==> src/rtl/irq_agg_pkg.sv <==
package irq_agg_pkg;
    localparam int DATA_W     = 32;
    localparam int ADDR_W     = 5;
    localparam int NUM_GROUPS = 4;
    localparam int GRP_SEL_W  = $clog2(NUM_GROUPS);

    // primary bits fed by folded groups; neighbours decode these positions
    localparam int BIT_CORE_RX = 8;
    localparam int BIT_CORE_TX = 9;
    localparam int BIT_DMA     = 24;
    localparam int POL_BIT     = 17;
    localparam int MAX_SRC     = 8;

    localparam logic [ADDR_W-1:0] CFG_ADDR = ADDR_W'(16);

    typedef enum logic [1:0] {
        GRP_PRIMARY = 2'd0,
        GRP_CORE    = 2'd1,
        GRP_DMA     = 2'd2,
        GRP_GPIO    = 2'd3
    } grp_e;

    typedef enum logic [1:0] {
        FN_STATUS = 2'd0,
        FN_SET    = 2'd1,
        FN_CLEAR  = 2'd2,
        FN_MASK   = 2'd3
    } fn_e;

    typedef enum logic [1:0] {
        PS_OFF   = 2'd0,
        PS_WAIT  = 2'd1,
        PS_READY = 2'd2
    } pwr_state_e;
endpackage

==> src/rtl/irq_bank.sv <==
module irq_bank
    import irq_agg_pkg::*;
#(
    parameter int W = 32,
    parameter logic [W-1:0] MASK_RST = '0
) (
    input  logic         clk,
    input  logic         rst_n,
    input  logic         set_we,
    input  logic         clr_we,
    input  logic         msk_we,
    input  logic [W-1:0] wdata,
    input  logic [W-1:0] ovr_en,
    input  logic [W-1:0] ovr_val,
    output logic [W-1:0] pend_q,
    output logic [W-1:0] mask_q,
    output logic [W-1:0] live_d
);
    logic [W-1:0] pend_d;
    logic [W-1:0] mask_d;
    logic [W-1:0] pend_sw;

    always_comb begin
        pend_sw = pend_q;
        if (set_we) pend_sw = pend_sw | wdata;
        if (clr_we) pend_sw = pend_sw & ~wdata;
        pend_d = (pend_sw & ~ovr_en) | (ovr_val & ovr_en);
        mask_d = msk_we ? wdata : mask_q;
        live_d = pend_d & ~mask_d;
    end

    always_ff @(posedge clk or negedge rst_n) begin
        if (!rst_n) begin
            pend_q <= '0;
            mask_q <= MASK_RST;
        end else begin
            pend_q <= pend_d;
            mask_q <= mask_d;
        end
    end

    a_r1_set_sticks: assert property (@(posedge clk) disable iff (!rst_n)
        set_we |=> ((pend_q & $past(wdata & ~ovr_en)) == $past(wdata & ~ovr_en)));

    a_r2_clear_drops: assert property (@(posedge clk) disable iff (!rst_n)
        clr_we |=> ((pend_q & $past(wdata & ~ovr_en)) == '0));

    a_r3_mask_stored: assert property (@(posedge clk) disable iff (!rst_n)
        msk_we |=> (mask_q == $past(wdata)));
endmodule

==> src/rtl/power_gate.sv <==
module power_gate
    import irq_agg_pkg::*;
#(
    parameter int PWR_DELAY = 50_000_000
) (
    input  logic clk,
    input  logic rst_n,
    input  logic pwr_on,
    output logic gate_q,
    output logic gate_d
);
    localparam int CNT_W = $clog2(PWR_DELAY + 1);
    localparam logic [CNT_W-1:0] LAST = CNT_W'(PWR_DELAY - 1);

    pwr_state_e state_q, state_d;
    logic [CNT_W-1:0] cnt_q;
    logic done;

    assign done = (cnt_q == LAST);

    always_comb begin
        state_d = state_q;
        unique case (state_q)
            PS_OFF:   if (pwr_on) state_d = PS_WAIT;
            PS_WAIT:  if (!pwr_on) state_d = PS_OFF;
                      else if (done) state_d = PS_READY;
            PS_READY: if (!pwr_on) state_d = PS_OFF;
            default:  state_d = PS_OFF;
        endcase
    end

    always_ff @(posedge clk or negedge rst_n) begin
        if (!rst_n) state_q <= PS_OFF;
        else        state_q <= state_d;
    end

    always_comb begin
        gate_d = gate_q;
        if (state_q == PS_OFF && pwr_on)
            gate_d = 1'b0;
        else if (state_q == PS_WAIT && pwr_on && done)
            gate_d = 1'b1;
    end

    always_ff @(posedge clk or negedge rst_n) begin
        if (!rst_n) begin
            gate_q <= 1'b0;
            cnt_q  <= '0;
        end else begin
            gate_q <= gate_d;
            cnt_q  <= (state_q == PS_WAIT) ? cnt_q + 1'b1 : '0;
        end
    end

    a_r8_rise_closes: assert property (@(posedge clk) disable iff (!rst_n)
        (state_q == PS_OFF && pwr_on) |=> (state_q == PS_WAIT && !gate_q));

    a_r9_wait_closed: assert property (@(posedge clk) disable iff (!rst_n)
        (state_q == PS_WAIT) |-> !gate_q);

    a_r9_ready_drop_keeps: assert property (@(posedge clk) disable iff (!rst_n)
        (state_q == PS_READY && !pwr_on) |=> (gate_q && state_q == PS_OFF));
endmodule

==> src/rtl/gated_irq_aggregator.sv <==
module gated_irq_aggregator
    import irq_agg_pkg::*;
#(
    parameter int NUM_SRC   = 8,
    parameter int PWR_DELAY = 50_000_000
) (
    input  logic              clk,
    input  logic              rst_n,
    input  logic              reg_wr,
    input  logic [4:0]        reg_addr,
    input  logic [31:0]       reg_wdata,
    output logic [31:0]       reg_rdata,
    input  logic [NUM_SRC-1:0] hw_src,
    input  logic              pwr_on,
    output logic              irq
);
    localparam int HALF = DATA_W / 2;

    logic [DATA_W-1:0] pend_q [NUM_GROUPS];
    logic [DATA_W-1:0] mask_q [NUM_GROUPS];
    logic [DATA_W-1:0] live_d [NUM_GROUPS];
    logic [DATA_W-1:0] ovr_en  [NUM_GROUPS];
    logic [DATA_W-1:0] ovr_val [NUM_GROUPS];
    logic [NUM_GROUPS-1:0] grp_hit;

    logic              cfg_wr;
    logic [DATA_W-1:0] cfg_q, cfg_d;
    logic [NUM_SRC-1:0] src_prev;
    logic              gate_q, gate_d;
    logic              any_d, irq_d;

    grp_e grp_sel;
    fn_e  fn_sel;
    assign grp_sel = grp_e'(reg_addr[3:2]);
    assign fn_sel  = fn_e'(reg_addr[1:0]);
    assign cfg_wr  = reg_wr && (reg_addr == CFG_ADDR);

    // primary-bit overrides: source level changes and folded group summaries
    always_comb begin
        for (int g = 0; g < NUM_GROUPS; g++) begin
            ovr_en[g]  = '0;
            ovr_val[g] = '0;
        end
        ovr_en[0][NUM_SRC-1:0]  = hw_src ^ src_prev;
        ovr_val[0][NUM_SRC-1:0] = hw_src;
        if (grp_hit[GRP_CORE]) begin
            ovr_en[0][BIT_CORE_TX]  = 1'b1;
            ovr_en[0][BIT_CORE_RX]  = 1'b1;
            ovr_val[0][BIT_CORE_TX] = |live_d[GRP_CORE][HALF-1:0];
            ovr_val[0][BIT_CORE_RX] = |live_d[GRP_CORE][DATA_W-1:HALF];
        end
        if (grp_hit[GRP_DMA]) begin
            ovr_en[0][BIT_DMA]  = 1'b1;
            ovr_val[0][BIT_DMA] = |live_d[GRP_DMA];
        end
    end

    for (genvar g = 0; g < NUM_GROUPS; g++) begin : g_bank
        assign grp_hit[g] = reg_wr && !reg_addr[4] && (reg_addr[3:2] == 2'(g));
        irq_bank #(
            .W        (DATA_W),
            .MASK_RST ((g == 0) ? {DATA_W{1'b1}} : {DATA_W{1'b0}})
        ) i_bank (
            .clk     (clk),
            .rst_n   (rst_n),
            .set_we  (grp_hit[g] && fn_sel == FN_SET),
            .clr_we  (grp_hit[g] && fn_sel == FN_CLEAR),
            .msk_we  (grp_hit[g] && fn_sel == FN_MASK),
            .wdata   (reg_wdata),
            .ovr_en  (ovr_en[g]),
            .ovr_val (ovr_val[g]),
            .pend_q  (pend_q[g]),
            .mask_q  (mask_q[g]),
            .live_d  (live_d[g])
        );
    end

    power_gate #(.PWR_DELAY(PWR_DELAY)) i_gate (
        .clk    (clk),
        .rst_n  (rst_n),
        .pwr_on (pwr_on),
        .gate_q (gate_q),
        .gate_d (gate_d)
    );

    always_comb begin
        cfg_d = cfg_wr ? reg_wdata : cfg_q;
        any_d = |live_d[GRP_PRIMARY];
        irq_d = gate_d & (cfg_d[POL_BIT] ? any_d : ~any_d);
    end

    always_ff @(posedge clk or negedge rst_n) begin
        if (!rst_n) begin
            cfg_q    <= '0;
            src_prev <= '0;
            irq      <= 1'b0;
        end else begin
            cfg_q    <= cfg_d;
            src_prev <= hw_src;
            irq      <= irq_d;
        end
    end

    always_comb begin
        reg_rdata = '0;
        if (reg_addr == CFG_ADDR)
            reg_rdata = cfg_q;
        else if (!reg_addr[4])
            reg_rdata = (fn_sel == FN_MASK) ? mask_q[grp_sel] : pend_q[grp_sel];
    end

    a_r4_core_fold: assert property (@(posedge clk) disable iff (!rst_n)
        grp_hit[GRP_CORE] |=>
            (pend_q[0][BIT_CORE_TX] == |(pend_q[1][HALF-1:0] & ~mask_q[1][HALF-1:0])) &&
            (pend_q[0][BIT_CORE_RX] == |(pend_q[1][DATA_W-1:HALF] & ~mask_q[1][DATA_W-1:HALF])));

    a_r5_dma_fold: assert property (@(posedge clk) disable iff (!rst_n)
        grp_hit[GRP_DMA] |=> (pend_q[0][BIT_DMA] == |(pend_q[2] & ~mask_q[2])));

    a_r8_gate_holds_low: assert property (@(posedge clk) disable iff (!rst_n)
        !gate_q |-> !irq);

    a_r6_pol_high: assert property (@(posedge clk) disable iff (!rst_n)
        (gate_q && cfg_q[POL_BIT] && |(pend_q[0] & ~mask_q[0])) |-> irq);

    a_r7_pol_low: assert property (@(posedge clk) disable iff (!rst_n)
        (!cfg_q[POL_BIT] && |(pend_q[0] & ~mask_q[0])) |-> !irq);

    a_r11_src_follow: assert property (@(posedge clk) disable iff (!rst_n)
        $past(rst_n) |-> (pend_q[0][NUM_SRC-1:0] & (src_prev ^ $past(src_prev)))
                         == (src_prev & (src_prev ^ $past(src_prev))));
endmodule

==> config.mk <==
export PLATFORM = sky130hd
export DESIGN_NAME = gated_irq_aggregator
export DESIGN_NICKNAME = d
export VERILOG_FILES = /design/src/rtl/irq_agg_pkg.sv /design/src/rtl/irq_bank.sv /design/src/rtl/power_gate.sv /design/src/rtl/gated_irq_aggregator.sv
export SDC_FILE = /design/constraint.sdc
export NUM_CORES = 1
export LEC_CHECK = 0
export ABC_CLOCK_PERIOD_IN_PS = 3690
export BUFFER_PORTS_ARGS = -buffer_cell sky130_fd_sc_hd__buf_2
export CORE_ASPECT_RATIO = 1.5
export CORE_MARGIN = 5
export CORE_UTILIZATION = 50
export DETAILED_ROUTE_END_ITERATION = 8
export GPL_TIMING_DRIVEN = 0
export PLACE_DENSITY = 0.75
export SLEW_MARGIN = 20
export SYNTH_ARGS = -nofsm -noshare
export SYNTH_HDL_FRONTEND = slang
export SYNTH_SLANG_ARGS = --single-unit
==> constraint.sdc <==
create_clock -name clk -period 3.69 [get_ports clk]
set_clock_uncertainty 0.2 [all_clocks]
set_input_delay 0.369 -clock clk [delete_from_list [all_inputs] [get_ports clk]]
set_output_delay 0.369 -clock clk [all_outputs]
set_load 0.01 [all_outputs]
==> metrics.yaml, run 1 <==
synth_area_leaders: "dfrtp_1 44%, mux4_2 8.6%, nand2_1 5.4%"
r2r_slack_ps: 50
htree_levels: 2
design.die.area_mm2: 0.0374
power.total_mw: 10.5
drt_iter0_markers: 1933
hold_path_class: "input pin to flip-flop"
antenna_found_initial: 1
grt_pass1_wl_um: 107000
critPathKind: "input pin to flip-flop"
nNetsFinal: 1841
drt-vias-per-instance: 6.95
cts_tree: "built"
path_max_fanout: 10
finalSetupViolations: 1
p_leak_nw: 8.55
tightest_slew_ps: 1170
wl_per_cell_um: 33.3
hp-start: "reg_wdata[22]"
slew_headroom: 0.217
synth_cells: 1664
timing.rr.start: "g_bank[2].i_bank.mask_q[11]"
violations: "setup timing"
slew_violations: 0
grt_max_degree: 93
async_flop_share: 1.00
hold_viol: 0
fin_crit_ps: 3750
post-dp-hpwl_um: 53300
yosysWarnings: 0
overflow: 0
synth_nets: 1714
rsz0062_at_grt: "false"
clk_pin_slew_ps: 60
clkLatencyLatePin_ps: 550
regArea_mm2: 0.00820
r2r-end: "irq"
design_area_mm2: 0.0193
fp.dieH_um: 234
cts_buffer_depth: 3
cp_data_arrival_time_ps: 3970
yosysSeqAreaShare: 0.489
ir_drop_uv: 395
drive_gt1_frac: 0.196
synth_ff_type: "dfrtp_1"
crit_path_end_kind: "flip-flop"
syn_area_mm2: 0.0168
nFillCells: 2874
num_vias: 15600
drc: 0
synth_area_per_cell_um2: 10.1
grt_pass1_vias: 15300
cts_inserted_buffers: 36
fin_tns_setup_ps: -57.0
track_usage: 0.394
placed_area_mm2: 0.0177
io_pins: 82
hold_depth: 3
synth_top_cell_area_share: 0.439
cts.sinks: 326
ys_ff_latch: 326
status: "finished with violations"
gp_congestion: 1.06
drt-total-wl_um: 74600
core-area_mm2: 0.0332
worst_slack_ps: -57.0
fp-row-count: 82
syn2layout_area_growth_pct: 15.1
final_cell_mix: "294 x dfrtp_1, 237 x nand2_1, 177 x a21oi_1, 134 x o21ai_0, 95 x clkbuf_1"
synth_top_area_cell: "dfrtp_1"
reg2reg_depth: 9
first_pass_iters: 5
period_share: 1.02
synth_enable_flop_cells: 0
layout_commonest_cell: "dfrtp_1"
power-per-cell-area_mw_per_mm2: 545
cp.required_ps: 3910
fmax_mhz: 267
dpl_worst_slack_ps: -1790
synth.distinct_cells: 71
startpoint_type: "input pin"
initial_utilization: 0.504
max-cap-violations: 0
ant_nets: 0
die_x_um: 159
io_buffers: 69
multi_input_area_mm2: 0.00783
cts_root_buffer: "clkbuf_16"
## synthesized netlist by cell type (14+ instances only)
library cell,instances
buf_1,19
nor2b_1,25
mux4_2,64
inv_1,76
nor2_1,55
dfstp_2,32
dfrtp_1,294
mux2_2,48
a311oi_1,19
mux2i_1,39
a21oi_1,177
a22oi_1,14
clkbuf_1,112
o21ai_0,134
nand2_1,241
a211oi_1,16
a22o_1,28
o22ai_1,14
nand3_1,17
a31oi_1,48
## worst max path at each step
| stage | from | endpoint | slack (ps) | cells past startpoint |
|---|---|---|---|---|
| 4_1_cts | reg_addr[1] | irq | -20 | 11 |
| 3_5_place_dp | reg_addr[1] | irq | -1790 | 11 |
| 6_report | reg_addr[1] | irq | -60 | 12 |
| 2_1_floorplan | reg_addr[2] | irq | 580 | 11 |
| 3_3_place_gp | rst_n | cfg_q[23] | -4200 | 1 |
| 5_1_grt | reg_addr[4] | irq | 0.9 | 12 |
## metal layers
layer | vias to the layer above | global-route usage | routed length (um)
met5 | - | 0 | 8
met4 | 2 | 0.311 | 7730
met3 | 397 | 0.0888 | 6870
met2 | 1120 | 0.632 | 34700
met1 | 7706 | 0.457 | 25300
li1 | 6332 | - | -
## logic make-up after synthesis
family / count (synthesis) / synth area share
mux: 152 / 0.142
flops: 326 / 0.489
buf+inv: 223 / 0.0517
xor+xnor: 19 / 0.00993
fa+ha+maj: 1 / 0.000746
compound gates: 536 / 0.198
simple gates: 407 / 0.108
## where the power goes
part           total (mW)  switching [mW]  internal, mW
Sequential           4.76           0.549          4.21
Clock                3.69            1.57          2.12
Combinational        2.06            1.19         0.879
## metrics by stage
stage	instances	utilization	hold slack, ps
5_1_grt	2237	0.580	55.5
3_3_place_gp	2153	0.530	261
2_1_floorplan	1664	-	-127
6_report	2238	0.581	28.6
4_1_cts	2235	0.578	18.6
3_5_place_dp	2156	0.534	171
## worst max-delay path, cell delays in order
cell and delay [ps]:
buf_2 110, buf_2 310, clkinv_2 360, nor2_4 410
clkbuf_4 400, nand2_1 110, a31oi_2 360, o211a_1 250
o2111ai_1 260, o22a_1 300, a221oi_4 370, mux2_1 360
## final cells by class
| cell class | count | area share |
|---|---|---|
| clock buffer | 53 | 0.0542 |
| inverter | 77 | 0.0150 |
| antenna | 1 | 0.000130 |
| timing repair buffer | 90 | 0.0316 |
| buffer | 145 | 0.0350 |
| tap | 420 | 0.0272 |
| multi-input combinational | 1115 | 0.406 |
| sequential | 326 | 0.425 |
| clock inverter | 11 | 0.00616 |
## sequential cells by signal, indices dropped and copies added, names as in the netlist, named ones only
signal / cells
i_gate.cnt_q: 26
cfg_q: 32
g_bank.i_bank.pend_q: 96
g_bank.i_bank.mask_q: 128
i_gate.state_q: 2
i_gate.gate_q: 1
irq: 1
src_prev: 8
## timing repair
item / in CTS / in global routing
gates cloned: 0 / 0
endpoints found under the hold margin: 93 / 0
hold buffers: 15 / 0
pin swaps: 2 / 2
gates resized for setup: 62 / 32
endpoints found under the setup margin: 92 / 15
buffers inserted: 1 / 2
(Power assumes the default switching activity.)
==> run 2: changes to the inputs <==
CORE_UTILIZATION = 30   (was 50)
PLACE_DENSITY = 0.53   (was 0.75)
==> run 2 against run 1 <==
  * The run still ends with setup timing left
  * Power grew 2.7%
  * Final cell count grew 13%
  * Hold slack gained 12 ps
  * Register-to-register slack is essentially flat
  * Sequential share of layout area shrank 1.1 points
  * Combinational power is essentially flat
  * Sequential power is essentially flat
  * Routed wire length grew 7.2%
  * Maximum frequency shrank 1.1%
  * Core utilization shrank 22 points
  * Worst setup slack lost 40 ps
  * Critical path type unchanged
  * Largest cell class unchanged
==> metrics.yaml, run 2 (same netlist as run 1, synthesis figures left out) <==
critPathMaxStageDelay_ps: 550  # +140 ps
r2r_slack_ps: 40  # about the same
crit_path_end_kind: "flip-flop"
cp_num_buf_inv: 2  # -2
crit_slowest_cell: "or4b_4"
cp.required_ps: 3920  # about the same
r2r-end: "irq"
grt_pass1_vias: 15300  # -0.065%
track_usage: 0.257  # -0.137
post-dp-hpwl_um: 58100  # +9.1%
cts_inserted_buffers: 37  # +2.8%
antenna_found_initial: 1  # unchanged
top_register: "g_bank.i_bank.mask_q"
cts_root_buffer: "clkbuf_16"
num_vias: 15100  # -2.8%
hold_path_class: "input pin to flip-flop"
hp-start: "reg_wdata[22]"
gp_congestion: 1.04  # -1.5%
timing.rr.start: "g_bank[0].i_bank.pend_q[25]"
cp_data_arrival_time_ps: 4020  # +50 ps
first_pass_iters: 8  # +3
htree_levels: 2  # unchanged
slew_headroom: 0.208  # -0.00889
finalSetupViolations: 1  # unchanged
period_share: 1.03  # +0.0109
critPathKind: "input pin to flip-flop"
rsz0062_at_grt: "true"
dpl_worst_slack_ps: -2200  # -408 ps
tightest_slew_ps: 1190  # +17.7 ps
crit_chain: "clkbuf_2, or4b_4, nor2_2, buf_4, a21oi_1, a32o_1, or4_1, nor3_4, o21ai_1, a221oi_4, mux2_1"
reg2reg_depth: 9  # unchanged
p_leak_nw: 8.60  # +0.56%
drc: 0  # unchanged
fin_util: 0.356  # -0.224
cts_tree: "built"
power-per-cell-area_mw_per_mm2: 545  # about the same
path_max_fanout: 10  # unchanged
clk_pin_slew_ps: 60  # about the same
max-cap-violations: 0  # unchanged
nNetsFinal: 1845  # +0.22%
hold_viol: 0  # unchanged
drive_gt1_frac: 0.199  # +0.00309
layout_commonest_cell: "dfrtp_1"
cts_buffer_depth: 3  # unchanged
syn2layout_area_growth_pct: 18.2
grt_max_degree: 88  # -5.4%
fp-row-count: 106  # +29%
wl_per_cell_um: 31.7  # -5.0%
reg.largest.list: "g_bank.i_bank.mask_q: 128 flops, g_bank.i_bank.pend_q: 96 flops, cfg_q: 32 flops"
overflow: 0  # unchanged
clkLatencyLatePin_ps: 540  # about the same
fmax_mhz: 264  # -1.1%
crit_family: "simple AND/OR/NAND/NOR gates"
diodes: 0  # -1
io_buffers: 69  # unchanged
drt-total-wl_um: 80000  # +7.2%
grt_pass1_wl_um: 113000  # +5.7%
hold_depth: 3  # unchanged
fin_crit_ps: 3790  # +40.2 ps
drt-vias-per-instance: 5.98  # -14%
cts.sinks: 326  # unchanged
startpoint_type: "input pin"
initial_utilization: 0.302  # -0.203
fp.dieH_um: 299  # +28%
slew_violations: 0  # unchanged
core-area_mm2: 0.0556  # +67%
ir_drop_uv: 309  # -22%
whs_ps: 41.0  # +12.4 ps
io_pins: 82  # unchanged
final_cell_mix: "294 x dfrtp_1, 237 x nand2_1, 176 x a21oi_1, 133 x o21ai_0, 99 x clkbuf_1"
ant_nets: 0  # unchanged
largest_reg_flops: 128  # unchanged
design.die.area_mm2: 0.0608  # +63%
drt_iter0_markers: 1495  # -23%
die_x_um: 203  # +27%
worst_slack_ps: -97.3  # -40.2 ps
status: "finished with violations"
violations: "setup timing"
## run 2: changes by cell type in the layout (fill, tap and decap cells not counted), sizes merged, moves of 2 or more
cell           previous run  this run
buf                     102       105
bufinv                    2         4
inv                      79        77
clkdlybuf4s15             4         1
clkbuf                  167       172
## run 2: metrics by stage
step,total power [mW],area (um2),std cells,TNS [ps]
2_1_floorplan,5.83,16800,1664,0
3_3_place_gp,6.74,18000,2435,-1506260
3_5_place_dp,6.80,18100,2439,-107170
4_1_cts,10.8,19700,2525,-142
5_1_grt,11.1,19800,2526,-18.5
6_report,10.8,19800,2526,-97.3
## run 2: routing by layer
| metal | track usage | up-vias | wire length, um |
|---|---|---|---|
| met2 | 0.422 | 854 | 37700 |
| met1 | 0.291 | 7576 | 28400 |
| met3 | 0.0419 | 340 | 5380 |
| li1 | - | 6346 | - |
| met4 | 0.218 | 2 | 8450 |
| met5 | 0 | - | 13 |
## run 2: worst max-delay path by stage
stage                     start        end  slack (ps)  cells after the start
floorplan           reg_addr[2]        irq         580                     11
global placement          rst_n  cfg_q[23]       -4570                      1
detailed placement  reg_addr[0]        irq       -2200                     13
CTS                 reg_addr[4]        irq        -140                     12
global route        reg_addr[4]        irq         -20                     13
finish              reg_addr[3]        irq        -100                     11
## run 2: power breakdown
group,internal [mW],switching (mW)
Sequential,4.21,0.566
Clock,2.33,1.60
Combinational,0.884,1.20
Total,7.43,3.36
## run 2: what timing repair did
action | CTS | global route
buffers inserted | 3 | 1
resized for setup | 68 | 38
setup endpoints to repair | 84 | 12
hold endpoints to repair | 103 | 0
cloned | 0 | 0
pin swaps | 1 | 2
hold buffers | 16 | 0
## run 2: worst register-to-register path, cell delays in order, from the launching register on
cell and delay, ps:
dfrtp_1 450, nor2b_1 210, a2111o_1 350, o31ai_1 330, nand3_1 170, or4_1 590
nor3_4 290, o21ai_1 220, a221oi_4 370, mux2_1 360
## run 2: layout make-up
class,count,area [um2]
clock inverters,11,164
multi-input cells,1115,7850
inverters,77,290
well taps,702,878
plain buffers,145,677
fillers,5625,35800
repair buffers,93,656
clock buffers,57,1090
flip-flops and latches,326,8200
